**config.mk**
```make
export PLATFORM = sky130hd
export DESIGN_NAME = wdk_watchdog
export DESIGN_NICKNAME = d
export VERILOG_FILES = /design/src/rtl/wdk_pkg.sv /design/src/rtl/wdk_counter.sv /design/src/rtl/wdk_fsm.sv /design/src/rtl/wdk_regs.sv /design/src/rtl/wdk_watchdog.sv
export SDC_FILE = /design/constraint.sdc
export NUM_CORES = 1
export LEC_CHECK = 0
export ABC_AREA = 1
export CAP_MARGIN = 30
export CORE_MARGIN = 1
export CORE_UTILIZATION = 59
export DETAILED_ROUTE_END_ITERATION = 8
export DONT_BUFFER_PORTS = 1
export GPL_ROUTABILITY_DRIVEN = 0
export PLACE_DENSITY = 0.78
export SYNTH_ARGS = -nofsm -noshare
export SYNTH_HDL_FRONTEND = slang
export SYNTH_SLANG_ARGS = --single-unit
```
**constraint.sdc**
```tcl
create_clock -name clk -period 1.7 [get_ports clk]
set_input_delay 0.34 -clock clk [delete_from_list [all_inputs] [get_ports clk]]
set_output_delay 0.34 -clock clk [all_outputs]
set_load 0.02 [all_outputs]
```
**src/rtl/wdk_pkg.sv**
```systemverilog
`timescale 1ns/1ps
package wdk_pkg;

   typedef enum logic [1:0] {
      WD_OFF = 2'd0,
      WD_PRE = 2'd1,
      WD_ON  = 2'd2,
      WD_SVC = 2'd3
   } wd_state_t;

   // register byte offsets
   localparam int unsigned OFS_ID     = 32'h00;
   localparam int unsigned OFS_EMU    = 32'h04;
   localparam int unsigned OFS_CNT_LO = 32'h10;
   localparam int unsigned OFS_CNT_HI = 32'h14;
   localparam int unsigned OFS_PRD_LO = 32'h18;
   localparam int unsigned OFS_PRD_HI = 32'h1C;
   localparam int unsigned OFS_TCTL   = 32'h20;
   localparam int unsigned OFS_GCTL   = 32'h24;
   localparam int unsigned OFS_WCTL   = 32'h28;

   // field positions
   localparam int TMODE_LSB = 6;
   localparam int GMODE_LSB = 2;
   localparam int WEN_BIT   = 14;
   localparam int WFLAG_BIT = 15;
   localparam int KEY_LSB   = 16;

   localparam logic [1:0]  TMODE_CONT = 2'd2;
   localparam logic [1:0]  GMODE_WDOG = 2'd2;
   localparam logic [15:0] KEY_FIRST  = 16'hA5C6;
   localparam logic [15:0] KEY_SECOND = 16'hDA7E;

endpackage

```
**src/rtl/wdk_counter.sv**
```systemverilog
`timescale 1ns/1ps
module wdk_counter #(
   parameter int HW = 32,
   parameter int NH = 2,
   localparam int CW = HW * NH
) (
   input  logic          clk,
   input  logic          rst_n,
   input  logic [NH-1:0] rel,
   input  logic [NH-1:0] wr,
   input  logic [HW-1:0] wdata,
   input  logic          run,
   input  logic          restart,
   input  logic [CW-1:0] prd,
   output logic [CW-1:0] cnt_q,
   output logic          match
);

   if (HW < 1 || NH < 1) begin : g_bad_geom
      $error("wdk_counter: HW and NH must be positive");
   end

   logic clr;

   assign match = (cnt_q == prd);
   assign clr   = restart | (run & match);

   for (genvar g = 0; g < NH; g++) begin : g_half
      logic [HW-1:0] half_q;
      logic          inc;

      if (g == 0) begin : g_first
         assign inc = run;
      end else begin : g_upper
         assign inc = run & (&cnt_q[g*HW-1:0]);
      end

      always_ff @(posedge clk) begin
         if (!rst_n)         half_q <= '0;
         else if (!rel[g])   half_q <= '0;
         else if (wr[g])     half_q <= wdata;
         else if (clr)       half_q <= '0;
         else if (inc)       half_q <= half_q + 1'b1;
      end

      assign cnt_q[g*HW +: HW] = half_q;


      half_hold_chk: assert property (@(posedge clk) disable iff (!rst_n)
         !rel[g] |=> (half_q == '0));
   end


   idle_count_chk: assert property (@(posedge clk) disable iff (!rst_n)
      (!run && !restart && (wr == '0) && (&rel)) |=> $stable(cnt_q));

endmodule

```
**src/rtl/wdk_fsm.sv**
```systemverilog
`timescale 1ns/1ps
module wdk_fsm
   import wdk_pkg::*;
(
   input  logic        clk,
   input  logic        rst_n,
   input  logic        wctl_wr,
   input  logic [15:0] key,
   input  logic        en_bit,
   input  logic        match,
   output wd_state_t   state,
   output logic        restart,
   output logic        req,
   output logic        flag
);

   wd_state_t nxt;
   logic      viol;
   logic      expire;

   always_comb begin
      nxt     = state;
      restart = 1'b0;
      viol    = 1'b0;
      unique case (state)
         WD_OFF: begin
            if (wctl_wr && key == KEY_FIRST && en_bit) nxt = WD_PRE;
         end
         WD_PRE: begin
            if (wctl_wr && key == KEY_SECOND) begin
               nxt     = WD_ON;
               restart = 1'b1;
            end
         end
         WD_ON: begin
            if (wctl_wr) begin
               if (key == KEY_FIRST) nxt = WD_SVC;
               else                  viol = 1'b1;
            end
         end
         WD_SVC: begin
            if (wctl_wr) begin
               nxt = WD_ON;
               if (key == KEY_SECOND) restart = 1'b1;
               else                   viol = 1'b1;
            end
         end
         default: nxt = WD_OFF;
      endcase
   end

   assign expire = (state == WD_ON || state == WD_SVC) && match;

   always_ff @(posedge clk) begin
      if (!rst_n) begin
         state <= WD_OFF;
         req   <= 1'b0;
         flag  <= 1'b0;
      end else begin
         state <= nxt;
         req   <= viol | expire;
         flag  <= flag | viol | expire;
      end
   end


   never_disarm_chk: assert property (@(posedge clk) disable iff (!rst_n)
      (state != WD_OFF) |=> (state != WD_OFF));


   flag_sticky_chk: assert property (@(posedge clk) disable iff (!rst_n)
      flag |=> flag);


   req_flag_chk: assert property (@(posedge clk) disable iff (!rst_n)
      req |-> flag);


   arm_order_chk: assert property (@(posedge clk) disable iff (!rst_n)
      (state == WD_ON && $past(state) != WD_ON) |->
         ($past(state) == WD_PRE || $past(state) == WD_SVC));

endmodule

```
**src/rtl/wdk_regs.sv**
```systemverilog
`timescale 1ns/1ps
module wdk_regs
   import wdk_pkg::*;
#(
   parameter int          ADDR_W   = 6,
   parameter int          DW       = 32,
   parameter logic [31:0] ID_VALUE = 32'h5744_0001,
   localparam int         CW       = 2 * DW
) (
   input  logic              clk,
   input  logic              rst_n,
   input  logic              we,
   input  logic [ADDR_W-1:0] addr,
   input  logic [DW-1:0]     wdata,
   input  logic              locked,
   input  logic              flag,
   input  logic [CW-1:0]     cnt_q,
   output logic [DW-1:0]     rdata,
   output logic [1:0]        tmode,
   output logic [1:0]        gmode,
   output logic [1:0]        rel,
   output logic [CW-1:0]     prd,
   output logic [1:0]        cnt_wr,
   output logic              wctl_wr
);

   if (ADDR_W < 6) begin : g_bad_addr
      $error("wdk_regs: ADDR_W must cover offset 0x28");
   end
   if (DW < 32) begin : g_bad_dw
      $error("wdk_regs: DW must be at least 32");
   end

   localparam logic [ADDR_W-1:0] A_ID   = ADDR_W'(OFS_ID);
   localparam logic [ADDR_W-1:0] A_EMU  = ADDR_W'(OFS_EMU);
   localparam logic [ADDR_W-1:0] A_CLO  = ADDR_W'(OFS_CNT_LO);
   localparam logic [ADDR_W-1:0] A_CHI  = ADDR_W'(OFS_CNT_HI);
   localparam logic [ADDR_W-1:0] A_PLO  = ADDR_W'(OFS_PRD_LO);
   localparam logic [ADDR_W-1:0] A_PHI  = ADDR_W'(OFS_PRD_HI);
   localparam logic [ADDR_W-1:0] A_TCTL = ADDR_W'(OFS_TCTL);
   localparam logic [ADDR_W-1:0] A_GCTL = ADDR_W'(OFS_GCTL);
   localparam logic [ADDR_W-1:0] A_WCTL = ADDR_W'(OFS_WCTL);

   logic [DW-1:0] prd_lo, prd_hi;
   logic          en_q;
   logic          open_wr;

   assign open_wr   = we & ~locked;
   assign cnt_wr[0] = open_wr && addr == A_CLO;
   assign cnt_wr[1] = open_wr && addr == A_CHI;
   assign wctl_wr   = we && addr == A_WCTL;
   assign prd       = {prd_hi, prd_lo};

   always_ff @(posedge clk) begin
      if (!rst_n) begin
         prd_lo <= '0;
         prd_hi <= '0;
         tmode  <= '0;
         gmode  <= '0;
         rel    <= '0;
         en_q   <= 1'b0;
      end else if (open_wr) begin
         if (addr == A_PLO)  prd_lo <= wdata;
         if (addr == A_PHI)  prd_hi <= wdata;
         if (addr == A_TCTL) tmode  <= wdata[TMODE_LSB +: 2];
         if (addr == A_GCTL) begin
            rel   <= wdata[1:0];
            gmode <= wdata[GMODE_LSB +: 2];
         end
         if (addr == A_WCTL) en_q <= wdata[WEN_BIT];
      end
   end

   always_comb begin
      rdata = '0;
      case (addr)
         A_ID:   rdata = DW'(ID_VALUE);
         A_EMU:  rdata = '0;
         A_CLO:  rdata = cnt_q[DW-1:0];
         A_CHI:  rdata = cnt_q[CW-1:DW];
         A_PLO:  rdata = prd_lo;
         A_PHI:  rdata = prd_hi;
         A_TCTL: rdata[TMODE_LSB +: 2] = tmode;
         A_GCTL: begin
            rdata[1:0]           = rel;
            rdata[GMODE_LSB +: 2] = gmode;
         end
         A_WCTL: begin
            rdata[WFLAG_BIT] = flag;
            rdata[WEN_BIT]   = en_q;
         end
         default: rdata = '0;
      endcase
   end


   lock_prd_chk: assert property (@(posedge clk) disable iff (!rst_n)
      (locked && we && (addr == A_PLO || addr == A_PHI)) |=> $stable(prd));


   lock_mode_chk: assert property (@(posedge clk) disable iff (!rst_n)
      (locked && we) |=> ($stable(tmode) && $stable(gmode) && $stable(rel) && $stable(en_q)));

endmodule

```
**src/rtl/wdk_watchdog.sv**
```systemverilog
`timescale 1ns/1ps
module wdk_watchdog
   import wdk_pkg::*;
#(
   parameter int          ADDR_W   = 6,
   parameter int          DW       = 32,
   parameter logic [31:0] ID_VALUE = 32'h5744_0001
) (
   input  logic              clk,
   input  logic              rst_n,
   input  logic              reg_we,
   input  logic [ADDR_W-1:0] reg_addr,
   input  logic [DW-1:0]     reg_wdata,
   output logic [DW-1:0]     reg_rdata,
   output logic              wd_rst_req
);

   localparam int CW = 2 * DW;

   wd_state_t     state;
   logic          restart, flag, match, run, wctl_wr;
   logic [1:0]    tmode, gmode, rel, cnt_wr;
   logic [CW-1:0] prd, cnt_q;

   assign run = (gmode == GMODE_WDOG) && (&rel) && (tmode == TMODE_CONT);

   wdk_regs #(.ADDR_W(ADDR_W), .DW(DW), .ID_VALUE(ID_VALUE)) u_regs (
      .clk     (clk),
      .rst_n   (rst_n),
      .we      (reg_we),
      .addr    (reg_addr),
      .wdata   (reg_wdata),
      .locked  (state != WD_OFF),
      .flag    (flag),
      .cnt_q   (cnt_q),
      .rdata   (reg_rdata),
      .tmode   (tmode),
      .gmode   (gmode),
      .rel     (rel),
      .prd     (prd),
      .cnt_wr  (cnt_wr),
      .wctl_wr (wctl_wr)
   );

   wdk_counter #(.HW(DW), .NH(2)) u_cnt (
      .clk     (clk),
      .rst_n   (rst_n),
      .rel     (rel),
      .wr      (cnt_wr),
      .wdata   (reg_wdata),
      .run     (run),
      .restart (restart),
      .prd     (prd),
      .cnt_q   (cnt_q),
      .match   (match)
   );

   wdk_fsm u_fsm (
      .clk     (clk),
      .rst_n   (rst_n),
      .wctl_wr (wctl_wr),
      .key     (reg_wdata[KEY_LSB +: 16]),
      .en_bit  (reg_wdata[WEN_BIT]),
      .match   (match),
      .state   (state),
      .restart (restart),
      .req     (wd_rst_req),
      .flag    (flag)
   );

endmodule

```
==> results of run 1 <==
synthesized netlist by cell type, drive strengths merged:
cell type and number:
nand2 453, inv 216, nor2 215, dfxtp 139
o21ai 124, a21oi 105, nand4 58, xor2 48
clkbuf 40, nand3 36, buf 33, nor3 31
o22ai 28, a31oi 20, nor4 6, a221oi 5
o2111ai 5, o31ai 3, xnor2 3, ha 2
o221ai 2, a211o 1, a21o 1, a221o 1
a22oi 1, a311oi 1, clkinv 1, nor2b 1
o211ai 1, o21bai 1, or2 1
through the flow:
stage / hold WS, ps / setup slack (ps) / utilization / area [um^2] / TNS (ps)
after floorplan: 430 / -25.5 / - / 9870 / -705
after global placement: 443 / -357 / 0.784 / 12400 / -24630
after detailed placement: 455 / -439 / 0.784 / 12400 / -32500
after CTS: 28.7 / -259 / 0.860 / 13600 / -16170
cell families after synthesis:
kind of cell / after synthesis / share of synthesized area
buffers and inverters: 290 / 0.124
AO/OA/AOI/OAI: 299 / 0.171
AND/OR/NAND/NOR: 801 / 0.364
flip-flops: 139 / 0.292
adder cells (fa/ha/maj): 2 / 0.00262
XOR/XNOR: 51 / 0.0469
layer usage:
metal	GRT overflow	GRT usage
met1	22	0.917
met2	1139	1.35
met4	260	1.14
met3	5	0.699
met5	5	0.379
timing repair:
action,4_1_cts
setup endpoints to repair,100
pin swaps,23
cloned,4
buffers inserted,9
resized for setup,140
==> impl_metrics.sql, run 1 <==
INSERT INTO impl_metrics (metric_group, metric, value, unit) VALUES
('cts', 'clock_sink_count', '139', ''),
('logic_synthesis', 'yosysSeqAreaShare', '0.292', ''),
('global_route', 'grt.overflow.total', '1431', ''),
('logic_synthesis', 'synthesis.nets', '1625', ''),
('outcome', 'error', '[ERROR GRT-0232] Routing congestion too high. Check the congestion heatmap in the GUI.', ''),
('logic_synthesis', 'postSynthCellCount', '1582', ''),
('cts', 'htree_levels', '4', ''),
('logic_synthesis', 'post-synth-top-area-fraction', '0.292', ''),
('logic_synthesis', 'synth.largest_area_cell', 'sky130_fd_sc_hd__dfxtp_1', ''),
('sta', 'worst-ep-kind', 'sequential cell input', ''),
('cts', 'post_cts_hold_buffer_count', '0', ''),
('global_route', 'global_route.usage.total', '1.00', ''),
('die', 'die_height', '129', 'um'),
('logic_synthesis', 'post_synth_num_cell_types', '45', ''),
('die', 'num_rows', '46', ''),
('logic_synthesis', 'synth-seq-cells', '139', ''),
('logic_synthesis', 'synth.yosys.warnings', '0', ''),
('die', 'ioPinCount', '74', ''),
('cts', 'cts-buffers-inserted', '17', ''),
('die', 'die_width', '129', 'um'),
('sta', 'worstEndpointGrtRepair', 'u_cnt.g_half[1].half_q[31]$_SDFFE_PN0P_/D', ''),
('logic_synthesis', 'post_syn_area_per_cell', '6.03', 'um^2'),
('outcome', 'run_status', 'aborted with a tool error', ''),
('logic_synthesis', 'synth.top_cells.by_area', 'sky130_fd_sc_hd__dfxtp_1 (29%), sky130_fd_sc_hd__nand2_1 (17%), sky130_fd_sc_hd__nor2_1 (7.7%)', ''),
('placed_design', 'dp_hpwl', '28.0', 'mm'),
('die', 'floorplan.initialDensity', '0.602', ''),
('global_route', 'pin_count_of_the_biggest_net_entering_global_routing', '75', ''),
('placed_design', 'numPortBuffers', '0', ''),
('placed_design', 'dp_cells', '2064', ''),
('logic_synthesis', 'syn-cell-area', '9530', 'um^2'),
('cts', 'clk_path_buf_depth', '2', ''),
('outcome', 'lastStage', 'global routing', ''),
('cts', 'clockRootBuffer', 'sky130_fd_sc_hd__clkbuf_16', '');
==> inputs of run 2 (changes only) <==
- CORE_UTILIZATION: 59 -> 40
- PLACE_DENSITY: 0.78 -> unset
- PLACE_DENSITY_LB_ADDON: unset -> 0.15
- clock period: 1.7 -> 2.2 ns (I/O delays scaled with it)
==> run 2 against run 1 <==
Effect of this change: the run now ends clean; area after synthesis unchanged; synthesized cell count unchanged.
==> impl_metrics.sql, run 2 <==
INSERT INTO impl_metrics (metric_group, metric, value, unit) VALUES
('sta', 'fin_worst_skew', '9.27', 'ps'),
('worst_setup_path', 'crit_type', 'input port to output port', ''),
('route', 'wire_per_inst', '18.2', 'um'),
('logic_synthesis', 'postSynthCellCount', '1582', ''),
('global_route', 'gr-usage-met1', '0.380', ''),
('placed_design', 'dp_hpwl', '27.9', 'mm'),
('logic_synthesis', 'synth.most_common_cell', 'sky130_fd_sc_hd__nand2_1', ''),
('cts', 'clockRootBuffer', 'sky130_fd_sc_hd__clkbuf_16', ''),
('pwr', 'power_leakage', '5.10', 'nW'),
('sta', 'setup-violations-final', '0', ''),
('logic_synthesis', 'synth.yosys.warnings', '0', ''),
('route', 'detailedRoute.firstIterationViolations', '948', ''),
('worst_setup_path', 'worst-r2r-setup-slack', '80', 'ps'),
('layout', 'final_cell_utilization_of_the_core', '0.498', ''),
('die', 'dieArea', '24500', 'um^2'),
('cts', 'tritoncts', 'done', ''),
('die', 'floorplan.initialDensity', '0.407', ''),
('layout', 'layout_common_cells', 'sky130_fd_sc_hd__nand2_1 (439), sky130_fd_sc_hd__inv_1 (193), sky130_fd_sc_hd__nor2_1 (190)', ''),
('layout', 'regMostFlops', 'u_cnt.g_half.half_q', ''),
('global_route', 'grt.overflow.total', '0', ''),
('worst_setup_path', 'critical_path.max_stage_delay', '200', 'ps'),
('layout', 'proportion_of_layout_cells_with_a_drive_suffix_above_1', '0.173', ''),
('die', 'placeableCoreArea', '23400', 'um^2'),
('sta', 'timing_worst_slew_pin_value', '528', 'ps'),
('worst_setup_path', 'timing.rr.start', 'u_cnt.g_half[0].half_q[14]$_SDFFE_PN0P_', ''),
('logic_synthesis', 'synth.largest_area_cell', 'sky130_fd_sc_hd__dfxtp_1', ''),
('cts', 'clock_latency', '420', 'ps'),
('global_route', 'antenna_found_initial', '0', ''),
('logic_synthesis', 'synth_top_cells_by_count', 'sky130_fd_sc_hd__nand2_1 (443), sky130_fd_sc_hd__nor2_1 (196), sky130_fd_sc_hd__inv_1 (195)', ''),
('min_path', 'worst_hold_endpoint', 'u_regs.tmode[0]$_SDFFE_PN0P_', ''),
('logic_synthesis', 'syn-cell-area', '9530', 'um^2'),
('global_route', 'global_route.peak_usage_layer', 'met2', ''),
('worst_setup_path', 'crit_top_cell', 'sky130_fd_sc_hd__buf_4', ''),
('global_route', 'grt_util_met3', '0.0598', ''),
('cts', 'htree_levels', '4', ''),
('die', 'die_width', '156', 'um'),
('worst_setup_path', 'crit_chain', 'nor2_4, buf_4, nand2_1, nor2_2, inv_2, buf_4, o22ai_1, a21oi_1, o21ai_1, buf_4', ''),
('route', 'routed_wirelength', '36.7', 'mm'),
('route', 'drtAntennaViolNets', '0', ''),
('worst_setup_path', 'crit_family', 'buffers and inverters', ''),
('worst_setup_path', 'slowest_stage', 'sky130_fd_sc_hd__buf_4', ''),
('logic_synthesis', 'synth_flop_cell', 'sky130_fd_sc_hd__dfxtp_1', ''),
('flow_run', 'cap_violations', '0', ''),
('logic_synthesis', 'yosysSeqAreaShare', '0.292', ''),
('min_path', 'hold_path.startpoint', 'reg_wdata[6]', ''),
('route', 'detailedRoute.firstPassIterationCount', '5', ''),
('sta', 'maxClockFrequency', '464', 'MHz'),
('sta', 'final.min_clock_period', '2160', 'ps'),
('worst_setup_path', 'end_kind', 'output port', ''),
('layout', 'reg_top3', 'u_cnt.g_half.half_q x64, u_regs.prd_hi x32, u_regs.prd_lo x32', ''),
('outcome', 'run_status', 'complete, no violations', ''),
('logic_synthesis', 'synth-seq-cells', '139', ''),
('worst_setup_path', 'cp_data_arrival_time', '1720', 'ps'),
('cts', 'clock_sink_count', '139', ''),
('placed_design', 'numPortBuffers', '0', ''),
('logic_synthesis', 'post_synth_num_cell_types', '45', ''),
('pwr', 'power_density', '479', 'nW/um^2'),
('die', 'num_rows', '56', ''),
('sta', 'fin_crit_sh', '0.980', ''),
('layout', 'fillCellCount', '2543', ''),
('route', 'detail_route.vias_per_cell', '5.32', ''),
('layout', 'design.final.nets', '1728', ''),
('worst_setup_path', 'reg2regPathDepth', '12', ''),
('layout', 'layout_commonest_cell', 'sky130_fd_sc_hd__nand2_1', ''),
('logic_synthesis', 'postSynth.asyncResetShare', '0', ''),
('global_route', 'grt_pass1_wl', '55.8', 'mm'),
('route', 'dr_total_vias', '10700', ''),
('layout', 'synthToLayoutAreaGrowth', '22.3', '%'),
('cts', 'cts-buffers-inserted', '17', ''),
('die', 'ioPinCount', '74', ''),
('logic_synthesis', 'synthesis.nets', '1625', ''),
('worst_setup_path', 'critical_path.max_fanout', '9', ''),
('global_route', 'number_of_global_route_vias_before_repair', '9874', ''),
('min_path', 'worstHoldPathCells', '2', ''),
('global_route', 'global_route.usage.total', '0.303', ''),
('layout', 'insertedDiodeCount', '0', ''),
('sta', 'slew_headroom', '0.645', ''),
('logic_synthesis', 'post-synth-top-area-fraction', '0.292', ''),
('global_route', 'pin_count_of_the_biggest_net_entering_global_routing', '75', ''),
('sta', 'final-hold-violation-count', '0', ''),
('worst_setup_path', 'startpoint_type', 'input port', ''),
('worst_setup_path', 'cp_num_buf_inv', '4', ''),
('sta', 'maxSlewViolCount', '0', ''),
('pwr', 'vdd_drop_max', '0.376', 'mV'),
('logic_synthesis', 'post_synth_edffs', '0', ''),
('worst_setup_path', 'worst_ep_required_time', '1760', 'ps'),
('sta', 'rsz0062_at_grt', 'true', ''),
('worst_setup_path', 'crit-reg2reg-capture', 'u_cnt.g_half[1].half_q[15]$_SDFFE_PN0P_', ''),
('cts', 'clkTransAtPathRegs', '60', 'ps'),
('layout', 'largest_register_ff_count', '64', ''),
('pwr', 'total_power', '5.59', 'mW'),
('logic_synthesis', 'post_syn_area_per_cell', '6.03', 'um^2'),
('route', 'remaining_drc_errors', '0', ''),
('global_route', 'gr-usage-met2', '0.517', ''),
('sta', 'holdWs', '144', 'ps'),
('die', 'die_height', '156', 'um'),
('cts', 'clk_path_buf_depth', '2', ''),
('min_path', 'hp-class', 'input port to flop', ''),
('logic_synthesis', 'synth.top_cells.by_area', 'sky130_fd_sc_hd__dfxtp_1 (29%), sky130_fd_sc_hd__nand2_1 (17%), sky130_fd_sc_hd__nor2_1 (7.7%)', '');
## run 2: worst reg2reg max path, cell delays in order, from the launching register on
cell,delay [ps]
sky130_fd_sc_hd__dfxtp_1,400
sky130_fd_sc_hd__inv_2,120
sky130_fd_sc_hd__nor3_4,240
sky130_fd_sc_hd__nand3_1,140
sky130_fd_sc_hd__nor2_4,160
sky130_fd_sc_hd__nand2_2,100
sky130_fd_sc_hd__nor2_4,210
sky130_fd_sc_hd__nand2_4,90
sky130_fd_sc_hd__nand4_4,170
sky130_fd_sc_hd__clkbuf_16,210
sky130_fd_sc_hd__nand2_1,50
sky130_fd_sc_hd__nor2_1,90
sky130_fd_sc_hd__nor2_1,40
## run 2: repair_timing
| item | CTS | global route |
|---|---|---|
| hold buffers | 0 | 0 |
| resized for setup | 6 | 69 |
| pin swaps | 0 | 10 |
| setup buffers | 0 | 4 |
| endpoints found under the setup margin | 7 | 80 |
| cloned | 0 | 3 |
## run 2: worst max path at each step
stage	slack [ps]	cells past startpoint	from	to
3_5_place_dp	-20	9	reg_addr[1]	reg_rdata[19]
6_report	40	10	reg_addr[1]	reg_rdata[11]
2_1_floorplan	-20	7	reg_addr[1]	reg_rdata[16]
4_1_cts	9	9	reg_addr[1]	reg_rdata[12]
3_3_place_gp	6	10	reg_addr[1]	reg_rdata[22]
5_1_grt	-20	14	u_regs.prd_hi[6]$_SDFFE_PN0P_	u_cnt.g_half[1].half_q[7]$_SDFFE_PN0P_
## run 2: per-layer routing
layer | wire [um] | vias up
li1 | - | 5297
met2 | 17500 | 390
met3 | 2810 | 61
met1 | 15400 | 4963
met5 | 0 | -
met4 | 1030 | 0
## run 2: logic make-up after synthesis
group | count (synthesis) | share of synthesized area
AOI/OAI and AO/OA | 299 | 0.171
xor gates and xnor gates | 51 | 0.0469
adders and majority gates | 2 | 0.00262
buffers and inverters | 290 | 0.124
DFF | 139 | 0.292
and+or+nand+nor | 801 | 0.364
## run 2: where the power goes
| part | total, mW | internal (mW) | switching, mW |
|---|---|---|---|
| logic | 0.242 | 0.0838 | 0.158 |
| clock network | 2.81 | 1.68 | 1.14 |
| registers | 2.53 | 2.53 | 0.00777 |
| total | 5.59 | 4.29 | 1.30 |
## run 2: layout make-up
class,instances,area [um^2],area share
clock inverter,9,98.8,0.00848
inverter,217,825,0.0707
tap,319,399,0.0342
clock buffer,21,450,0.0386
multi-input combinational,1153,5700,0.489
sequential,139,2810,0.241
timing repair buffer,157,1370,0.117
## run 2: stage by stage
step	TNS (ps)	std cells	setup slack, ps	instance area, um^2
after detailed placement	-84.9	1978	-22.6	10800
after floorplan	-92.3	1582	-18.5	9530
final	0	2015	43.6	11700
after CTS	0	2008	8.66	11400
after global routing	-155	2015	-21.6	11700
after global placement	0	1978	6.26	10800
No activity file was read; power rests on OpenSTA's default activity.
==> inputs of run 3 (changes only) <==
- CORE_MARGIN: 1 -> unset
- SKIP_CTS_REPAIR_TIMING: unset -> 1
==> run 3 against run 2 <==
Effect of this change: first-iteration DRC count is 9.6% higher; final cell count stayed put; critical path type unchanged; clock power about the same.
==> impl_metrics.sql, run 3 (synthesis gave the netlist of run 2 again) <==
INSERT INTO impl_metrics (metric_group, metric, value, unit) VALUES
('sta', 'final-hold-violation-count', '0', ''),
('global_route', 'grt_util_met3', '0.0598', ''),
('sta', 'final.setup.worst_slack', '43.3', 'ps'),
('sta', 'timing_worst_slew_pin_value', '535', 'ps'),
('die', 'die_height', '156', 'um'),
('cts', 'htree_levels', '4', ''),
('route', 'dr_total_vias', '10700', ''),
('layout', 'footprint_of_the_multi_input_gates', '5700', 'um^2'),
('worst_setup_path', 'critical_path.max_fanout', '6', ''),
('global_route', 'antenna_found_initial', '0', ''),
('die', 'dieArea', '24500', 'um^2'),
('sta', 'slew_headroom', '0.640', ''),
('global_route', 'number_of_global_route_vias_before_repair', '9870', ''),
('route', 'drtAntennaViolNets', '0', ''),
('die', 'floorplan.initialDensity', '0.407', ''),
('worst_setup_path', 'startpoint_type', 'input port', ''),
('cts', 'clock_latency', '430', 'ps'),
('layout', 'design.final.nets', '1728', ''),
('route', 'remaining_drc_errors', '0', ''),
('die', 'num_rows', '56', ''),
('cts', 'clkTransAtPathRegs', '60', 'ps'),
('worst_setup_path', 'crit-reg2reg-capture', 'u_cnt.g_half[1].half_q[15]$_SDFFE_PN0P_', ''),
('layout', 'synthToLayoutAreaGrowth', '22.2', '%'),
('layout', 'layoutNonFillerInstCount', '2015', ''),
('layout', 'insertedDiodeCount', '0', ''),
('pwr', 'vdd_drop_max', '0.377', 'mV'),
('sta', 'setup-violations-final', '0', ''),
('layout', 'final_cell_utilization_of_the_core', '0.498', ''),
('layout', 'regMostFlops', 'u_cnt.g_half.half_q', ''),
('sta', 'final.min_clock_period', '2160', 'ps'),
('cts', 'tritoncts', 'done', ''),
('route', 'wire_per_inst', '18.3', 'um'),
('global_route', 'global_route.usage.total', '0.303', ''),
('worst_setup_path', 'reg2regPathDepth', '12', ''),
('worst_setup_path', 'crit_path_start', 'reg_addr[3]', ''),
('outcome', 'run_status', 'complete, no violations', ''),
('global_route', 'grt_pass1_wl', '55.8', 'mm'),
('route', 'detailedRoute.firstIterationViolations', '1039', ''),
('cts', 'clk_path_buf_depth', '2', ''),
('cts', 'clockRootBuffer', 'sky130_fd_sc_hd__clkbuf_16', ''),
('placed_design', 'dp_hpwl', '27.9', 'mm'),
('worst_setup_path', 'end_kind', 'output port', ''),
('global_route', 'grt.overflow.total', '0', ''),
('layout', 'layout_common_cells', 'sky130_fd_sc_hd__nand2_1 (438), sky130_fd_sc_hd__inv_1 (193), sky130_fd_sc_hd__nor2_1 (189)', ''),
('sta', 'maxClockFrequency', '464', 'MHz'),
('die', 'placeableCoreArea', '23400', 'um^2'),
('pwr', 'total_power', '5.58', 'mW'),
('global_route', 'pin_count_of_the_biggest_net_entering_global_routing', '75', ''),
('die', 'ioPinCount', '74', ''),
('global_route', 'global_route.peak_usage_layer', 'met2', ''),
('sta', 'rsz0062_at_grt', 'true', ''),
('cts', 'clock_sink_count', '139', ''),
('worst_setup_path', 'timing.rr.start', 'u_cnt.g_half[0].half_q[14]$_SDFFE_PN0P_', ''),
('layout', 'largest_register_ff_count', '64', ''),
('layout', 'proportion_of_layout_cells_with_a_drive_suffix_above_1', '0.174', ''),
('global_route', 'gr-usage-met1', '0.380', ''),
('route', 'detailedRoute.firstPassIterationCount', '5', ''),
('cts', 'cts-buffers-inserted', '17', ''),
('sta', 'maxSlewViolCount', '0', ''),
('worst_setup_path', 'worst_ep_required_time', '1760', 'ps'),
('die', 'die_width', '156', 'um'),
('min_path', 'hp-class', 'input port to flop', ''),
('worst_setup_path', 'crit_type', 'input port to output port', ''),
('placed_design', 'dp_cells', '1978', ''),
('route', 'routed_wirelength', '36.8', 'mm'),
('sta', 'fin_crit_sh', '0.980', ''),
('global_route', 'gr-usage-met2', '0.517', ''),
('pwr', 'power_leakage', '5.10', 'nW'),
('worst_setup_path', 'worst-r2r-setup-slack', '100', 'ps'),
('layout', 'area.sequential', '2810', 'um^2'),
('layout', 'layout_commonest_cell', 'sky130_fd_sc_hd__nand2_1', ''),
('layout', 'reg_top3', 'u_cnt.g_half.half_q x64, u_regs.prd_hi x32, u_regs.prd_lo x32', ''),
('layout', 'fillCellCount', '2540', ''),
('placed_design', 'pre_cts_ws', '-22.6', 'ps'),
('flow_run', 'cap_violations', '0', ''),
('worst_setup_path', 'cp_data_arrival_time', '1720', 'ps'),
('placed_design', 'numPortBuffers', '0', ''),
('route', 'detail_route.vias_per_cell', '5.31', ''),
('pwr', 'power_density', '479', 'nW/um^2'),
('sta', 'fin_worst_skew', '10.5', 'ps'),
('worst_setup_path', 'timing.critical_path.to', 'reg_rdata[15]', '');
==> run 3: report_power, final <==
group	leakage [nW]	total [mW]	internal, mW	switching (mW)
sequential	1.13	2.53	2.53	0.00779
combinational	3.69	0.242	0.0840	0.158
clock	0.276	2.81	1.68	1.13
total	5.10	5.58	4.29	1.30
==> run 3: worst min-delay path by stage <==
stage                                from                             to  slack [ps]  cells past startpoint
global placement    u_fsm.flag$_SDFF_PN0_          u_fsm.flag$_SDFF_PN0_         440                      2
global route                        rst_n  u_regs.prd_hi[3]$_SDFFE_PN0P_         130                      2
detailed placement  u_fsm.flag$_SDFF_PN0_          u_fsm.flag$_SDFF_PN0_         450                      2
floorplan           u_fsm.flag$_SDFF_PN0_          u_fsm.flag$_SDFF_PN0_         430                      2
finish                       reg_wdata[6]   u_regs.tmode[0]$_SDFFE_PN0P_         140                      2
CTS                          reg_wdata[6]   u_regs.tmode[0]$_SDFFE_PN0P_         140                      2
==> run 3: layout make-up <==
type,count,area share
well taps,319,0.0343
multi-input cells,1153,0.490
inverters,217,0.0707
flip-flops and latches,139,0.241
clock inverters,9,0.00848
clock buffers,21,0.0387
repair buffers,157,0.117
==> run 3: metrics by stage <==
step / TNS [ps] / hold WS [ps] / area, um^2
final: 0 / 143 / 11700
after detailed placement: -84.9 / 449 / 10800
after CTS: -158 / 139 / 11400
after global placement: 0 / 443 / 10800
after floorplan: -92.3 / 430 / 9530
after global routing: -68.7 / 134 / 11700
==> run 3: critical path, stage by stage <==
cell and delay, ps:
sky130_fd_sc_hd__clkinvlp_4 90, sky130_fd_sc_hd__buf_4 160, sky130_fd_sc_hd__nor3_4 270, sky130_fd_sc_hd__buf_4 230, sky130_fd_sc_hd__a221oi_1 90, sky130_fd_sc_hd__buf_4 140
sky130_fd_sc_hd__o21ai_1 110, sky130_fd_sc_hd__buf_4 180
==> run 3: layer usage <==
layer	vias to the layer above	share of wire	routed length (um)
met2	391	0.48	17500
met5	-	0	0
met1	4954	0.43	15600
met3	65	0.070	2570
li1	5297	-	-
met4	0	0.029	1060
